[src/rtl/pxu_pkg.sv]
package pxu_pkg;
    localparam int WORD_W      = 32;
    localparam int BYTE_W      = 8;
    localparam int NBYTES      = WORD_W / BYTE_W;
    localparam int CH_W        = 8;
    localparam int RGB_W       = 3 * CH_W;
    localparam int PAL_ENTRIES = 256;
    localparam int ENTRY_W     = 16;
    localparam int PAL_AW      = $clog2(PAL_ENTRIES * ENTRY_W / WORD_W);
    localparam int PAL_IW      = $clog2(PAL_ENTRIES);
    localparam int IDX_W       = $clog2(WORD_W);
    localparam int LW_W        = 3;

    typedef enum logic [2:0] {
        FMT_IDX  = 3'd0,
        FMT_5551 = 3'd1,
        FMT_565  = 3'd2,
        FMT_444  = 3'd3,
        FMT_888  = 3'd4
    } fmt_e;

    typedef struct packed {
        fmt_e            fmt;
        logic            swap;
        logic [LW_W-1:0] lw;
        logic            bbe;
        logic            pbe;
    } pcfg_t;

    function automatic pcfg_t resolve_cfg(input logic [2:0] code, input logic [1:0] mux,
                                          input logic bgr, input logic bbe, input logic pbe,
                                          input logic ext);
        pcfg_t c;
        c.bbe  = bbe;
        c.pbe  = pbe & ~bbe;
        c.swap = bgr;
        c.lw   = 3'd4;
        c.fmt  = FMT_565;
        if (code <= 3'd3) begin
            c.lw  = code;
            c.fmt = FMT_IDX;
        end else if (code == 3'd5) begin
            c.lw  = 3'd5;
            c.fmt = FMT_888;
        end else if (ext) begin
            case (code)
                3'd4:    c.fmt = FMT_5551;
                3'd6:    c.fmt = FMT_565;
                default: c.fmt = FMT_444;
            endcase
        end else begin
            case (mux)
                2'd1:    c.fmt = FMT_5551;
                2'd3: begin
                    c.fmt  = FMT_565;
                    c.swap = 1'b1;
                end
                default: c.fmt = FMT_565;
            endcase
        end
        return c;
    endfunction

    function automatic logic [RGB_W-1:0] order_rgb(input logic [CH_W-1:0] lo,
                                                   input logic [CH_W-1:0] mid,
                                                   input logic [CH_W-1:0] hi,
                                                   input logic swap);
        return swap ? {hi, mid, lo} : {lo, mid, hi};
    endfunction
endpackage

[src/rtl/pxu_palette.sv]
module pxu_palette #(
    parameter int ENTRIES = 256,
    parameter int EW      = 16,
    parameter int WW      = 32,
    localparam int PER    = WW / EW,
    localparam int DEPTH  = ENTRIES / PER,
    localparam int AW     = $clog2(DEPTH),
    localparam int IW     = $clog2(ENTRIES),
    localparam int SW     = $clog2(PER)
) (
    input  logic          clk,
    input  logic          we,
    input  logic [AW-1:0] waddr,
    input  logic [WW-1:0] wdata,
    input  logic [IW-1:0] rd_index,
    output logic [EW-1:0] rd_entry
);
    logic [WW-1:0] mem [DEPTH];
    logic [WW-1:0] rd_word;
    logic [EW-1:0] lanes [PER];

    always_ff @(posedge clk) begin
        if (we) mem[waddr] <= wdata;
    end

    assign rd_word = mem[rd_index[IW-1:SW]];

    for (genvar l = 0; l < PER; l++) begin : g_lane
        assign lanes[l] = rd_word[l*EW +: EW];
    end

    assign rd_entry = lanes[rd_index[SW-1:0]];
endmodule

[src/rtl/pxu_slot_sel.sv]
module pxu_slot_sel
    import pxu_pkg::*;
(
    input  logic [WORD_W-1:0] word,
    input  logic [LW_W-1:0]   lw,
    input  logic              bbe,
    input  logic              pbe,
    input  logic [IDX_W-1:0]  idx,
    output logic [WORD_W-1:0] raw
);
    localparam int PW_W = IDX_W + 1;

    logic [WORD_W-1:0] swapped;
    logic [WORD_W-1:0] src;
    logic [PW_W-1:0]   npix;
    logic [PW_W-1:0]   width;
    logic [IDX_W-1:0]  slot;
    logic [IDX_W-1:0]  shamt;
    logic [WORD_W-1:0] mask;

    for (genvar b = 0; b < NBYTES; b++) begin : g_swap
        assign swapped[b*BYTE_W +: BYTE_W] = word[(NBYTES-1-b)*BYTE_W +: BYTE_W];
    end

    always_comb begin
        src   = bbe ? swapped : word;
        npix  = PW_W'(WORD_W) >> lw;
        width = PW_W'(1) << lw;
        slot  = pbe ? IDX_W'(npix - PW_W'(1) - PW_W'(idx)) : idx;
        shamt = slot << lw;
        mask  = ~({WORD_W{1'b1}} << width);
        raw   = (src >> shamt) & mask;
    end
endmodule

[src/rtl/pxu_color.sv]
module pxu_color
    import pxu_pkg::*;
(
    input  logic [WORD_W-1:0]  raw,
    input  fmt_e               fmt,
    input  logic               swap,
    input  logic [ENTRY_W-1:0] pal_entry,
    output logic [PAL_IW-1:0]  pal_index,
    output logic [RGB_W-1:0]   rgb
);
    logic [CH_W-1:0] f0, f1, f2;

    assign pal_index = raw[PAL_IW-1:0];

    always_comb begin
        case (fmt)
            FMT_IDX: begin
                f0 = {pal_entry[4:0],   3'b0};
                f1 = {pal_entry[9:5],   3'b0};
                f2 = {pal_entry[14:10], 3'b0};
            end
            FMT_5551: begin
                f0 = {raw[4:0],   3'b0};
                f1 = {raw[9:5],   3'b0};
                f2 = {raw[14:10], 3'b0};
            end
            FMT_565: begin
                f0 = {raw[4:0],   3'b0};
                f1 = {raw[10:5],  2'b0};
                f2 = {raw[15:11], 3'b0};
            end
            FMT_444: begin
                f0 = {raw[3:0],  4'b0};
                f1 = {raw[7:4],  4'b0};
                f2 = {raw[11:8], 4'b0};
            end
            default: begin
                f0 = raw[7:0];
                f1 = raw[15:8];
                f2 = raw[23:16];
            end
        endcase
        rgb = order_rgb(f0, f1, f2, swap);
    end
endmodule

[src/rtl/fb_pixel_unpacker.sv]
module fb_pixel_unpacker
    import pxu_pkg::*;
#(
    parameter bit EXTENDED = 1'b0
) (
    input  logic              clk,
    input  logic              rst,
    input  logic [2:0]        cfg_depth,
    input  logic              cfg_bgr,
    input  logic              cfg_byte_be,
    input  logic              cfg_pix_be,
    input  logic [1:0]        mux_sel,
    input  logic              in_valid,
    input  logic [WORD_W-1:0] in_word,
    output logic              in_ready,
    input  logic              pal_we,
    input  logic [PAL_AW-1:0] pal_waddr,
    input  logic [WORD_W-1:0] pal_wdata,
    output logic              out_valid,
    output logic [RGB_W-1:0]  out_rgb,
    input  logic              out_ready
);
    pcfg_t              cfg_q;
    logic [WORD_W-1:0]  word_q;
    logic               busy_q;
    logic [IDX_W-1:0]   idx_q;
    logic [IDX_W:0]     npix;
    logic               last;
    logic               word_take;
    logic               pix_take;
    logic [WORD_W-1:0]  raw;
    logic [PAL_IW-1:0]  pal_index;
    logic [ENTRY_W-1:0] pal_entry;

    assign npix      = (IDX_W+1)'(WORD_W) >> cfg_q.lw;
    assign last      = (idx_q == IDX_W'(npix - 1'b1));
    assign in_ready  = ~busy_q | (out_ready & last);
    assign word_take = in_valid & in_ready;
    assign pix_take  = busy_q & out_ready;
    assign out_valid = busy_q;

    always_ff @(posedge clk) begin
        if (rst) begin
            busy_q <= 1'b0;
            idx_q  <= '0;
            word_q <= '0;
            cfg_q  <= '0;
        end else if (word_take) begin
            busy_q <= 1'b1;
            idx_q  <= '0;
            word_q <= in_word;
            cfg_q  <= resolve_cfg(cfg_depth, mux_sel, cfg_bgr, cfg_byte_be, cfg_pix_be, EXTENDED);
        end else if (pix_take) begin
            if (last) busy_q <= 1'b0;
            else      idx_q  <= idx_q + 1'b1;
        end
    end

    pxu_slot_sel u_slot (
        .word (word_q),
        .lw   (cfg_q.lw),
        .bbe  (cfg_q.bbe),
        .pbe  (cfg_q.pbe),
        .idx  (idx_q),
        .raw  (raw)
    );

    pxu_palette #(.ENTRIES(PAL_ENTRIES), .EW(ENTRY_W), .WW(WORD_W)) u_pal (
        .clk      (clk),
        .we       (pal_we),
        .waddr    (pal_waddr),
        .wdata    (pal_wdata),
        .rd_index (pal_index),
        .rd_entry (pal_entry)
    );

    pxu_color u_color (
        .raw       (raw),
        .fmt       (cfg_q.fmt),
        .swap      (cfg_q.swap),
        .pal_entry (pal_entry),
        .pal_index (pal_index),
        .rgb       (out_rgb)
    );
endmodule

[config.mk]
export PLATFORM = sky130hd
export DESIGN_NAME = fb_pixel_unpacker
export DESIGN_NICKNAME = d
export VERILOG_FILES = /design/src/rtl/pxu_pkg.sv /design/src/rtl/pxu_palette.sv /design/src/rtl/pxu_slot_sel.sv /design/src/rtl/pxu_color.sv /design/src/rtl/fb_pixel_unpacker.sv
export SDC_FILE = /design/constraint.sdc
export NUM_CORES = 2
export LEC_CHECK = 0
export ABC_CLOCK_PERIOD_IN_PS = 6850
export BUFFER_PORTS_ARGS = -buffer_cell sky130_fd_sc_hd__buf_2
export CAP_MARGIN = 20
export CORE_MARGIN = 1
export CORE_UTILIZATION = 45
export DETAILED_ROUTE_END_ITERATION = 7
export PLACE_DENSITY = 0.58
export RECOVER_POWER = 25
export REMOVE_ABC_BUFFERS = 1
export SLEW_MARGIN = 20
export SYNTH_ARGS = -nofsm -noshare
export SYNTH_HDL_FRONTEND = slang
export SYNTH_HIERARCHICAL = 1
export SYNTH_SLANG_ARGS = --single-unit
[constraint.sdc]
create_clock -name clk -period 6.85 [get_ports clk]
set_input_delay 0.685 -clock clk [delete_from_list [all_inputs] [get_ports clk]]
set_output_delay 0.685 -clock clk [all_outputs]
set_load 0.02 [all_outputs]
==> metrics.csv <==
metric;value;unit
outcome;finished with violations;
failing checks;design-rule violations, max-capacitance violations, max-slew violations, negative setup slack;
design area;182000;um^2
worst min-delay path class;in -> reg;
initial antenna violation count;32;
first-pass GRT wire length;623000;um
Worst EP required;6.16;ns
critical path class;reg -> out;
DR pass1 iterations;8;
vias in the first global route;82000;
Worst VDD drop;225;uV
CTS Root Cell;clkbuf_16;
gr ovfl total;0;
Worst Tran Pin Value;5.28;ns
Max-Cap Viols;33;
CTS Buf Count;405;
worst skew pair latency;0.95;ns
final cell count without fillers;13400;
crit start category;register;
CTS tree;built;
area delta synth->final;18.4;%
1st-iter DRT viols;9688;
post-route ant nets;0;
hpwl dp;265000;um
setup violators final;15;
Final #Nets;8622;
H-tree levels;5;
logic gate share of total power;7.7;%
Sink Count;3887;
Final Hold Fails;0;
DIE WIDTH;587;um
Core Box Area;340000;um^2
slowest CP cell;or4_4;
most frequent CP cell;buf_4;
proportion of layout cells with a drive suffix above 1;30.9;%
Mean Syn Cell Area;20.8;um^2
DR vias;82100;
synthesized area;154000;um^2
RSZ-0062 raised after global routing;true;
Residual DRC;42;
leak pwr;56.8;nW
PD cells;285;nW/um^2
sequential share of power;50.8;%
Worst-path clk slew;0.06;ns
commonest cells after routing, fill and taps aside;3840 x edfxtp_1, 871 x buf_4, 724 x mux4_2;
Ports;110;
Arr. time, crit path;7.80;ns
Slew Viols, Final;2098;
commonest non-fill, non-tap cell in the layout;edfxtp_1;
fin crit period;8.48;ns
starting density of the core;45.2;%
CP peak stage delay;0.61;ns
GRT Overall Usage;25.4;%
# port buffers;107;
Routability Congestion;0.883;
drt total wl;443000;um
Int Power;40.4;mW
final worst slack;-1.63;ns
Avg WL per Cell;33.0;um
Mapped Cells;7411;
worst slack, placed;-1.39;ns
placed inst area;167000;um^2
std cell rows;214;
Psw;11.4;mW
largest net degree at the start of global routing;108;
Net Sw Frac;22.0;%
Crit Path Max Fanout;13;
f_max;118;MHz
clk_skew;0.0148;ns
fillers;26200;
Die ar.;344000;um^2
Worst Setup End Kind;output port;
die height;587;um
number of vias per cell;6.12;
Slew Limit Headroom;-252;%
period utilisation layout;124;%
Yosys warning count;6;
Placed Cells;12600;
Clk pwr share;41.6;%
Final TNS setup;-22.98;ns
clock buffer depth;4;
flip-flops by register name, summed over array words and instances (netlist names):
signal	count
cfg_q	9
u_pal/mem	3840
out_valid	1
word_q	32
idx_q	5
through the flow:
| stage | hold slack, ns | util, % | total power [mW] |
|---|---|---|---|
| 2_1_floorplan | 0.455 | - | 31.1 |
| 3_5_place_dp | 0.501 | 49.1 | 30.5 |
| 6_report | 0.0686 | 53.5 | 51.8 |
| 3_3_place_gp | 0.499 | 49.1 | 30.5 |
| 5_1_grt | 0.0589 | 53.5 | 53.2 |
| 4_1_cts | 0.00241 | 53.4 | 52.0 |
power by group through the flow:
stage	Sequential, mW	Combinational (mW)	Clock, mW
floorplan	26.8	4.34	0
global placement	26.8	3.68	0
detailed placement	26.8	3.73	0
CTS	26.3	3.90	21.8
global route	26.3	4.15	22.7
finish	26.3	3.97	21.5
critical path: cells and delay by family, from the launching register on:
family          cells  cell delay, ns
compound gates      6            1.22
fa+ha+maj           2            0.62
buf+inv            15            2.29
flops               1            0.33
mux                 4            0.87
simple gates        8            1.47
routing by layer:
metal / wire length (um) / track usage [%]
met1: 178000 / 35.2
met2: 215000 / 41.5
met3: 34000 / 3.54
met4: 16100 / 8.71
met5: 57 / 0
area by class of cell:
type                            instances  area [um^2]  area share [%]
Sequential cell                      3887       116000            63.8
Multi-Input combinational cell       3016        36200            19.9
Timing Repair Buffer                 1189        10900            5.99
Clock buffer                          509        10700            5.90
Tap cell                             4536         5680            3.12
Clock inverter                        238         2170            1.19
Inverter                               30          126          0.0694
Antenna cell                           16         40.0          0.0220
what timing repair did:
action                                 4_1_cts  5_1_grt
hold buffers                                34        0
pin swaps                                   28       21
gates resized for setup                    173      100
setup buffers                               28       12
endpoints found under the hold margin       33        0
cloned                                       7        3
setup endpoints to repair                   15       15
path summary, 6_finish.rpt:
path                                   from     endpoint  slack, ns  cells after the start
worst max-delay path               cfg_q[4]  out_rgb[11]      -1.63                     35
worst min-delay path            cfg_byte_be     cfg_q[1]       0.07                      3
worst max register to register     cfg_q[3]     cfg_q[2]       3.97                      9
worst min register to register    word_q[6]    word_q[6]       0.51                      2
(Power assumes the default switching activity.)
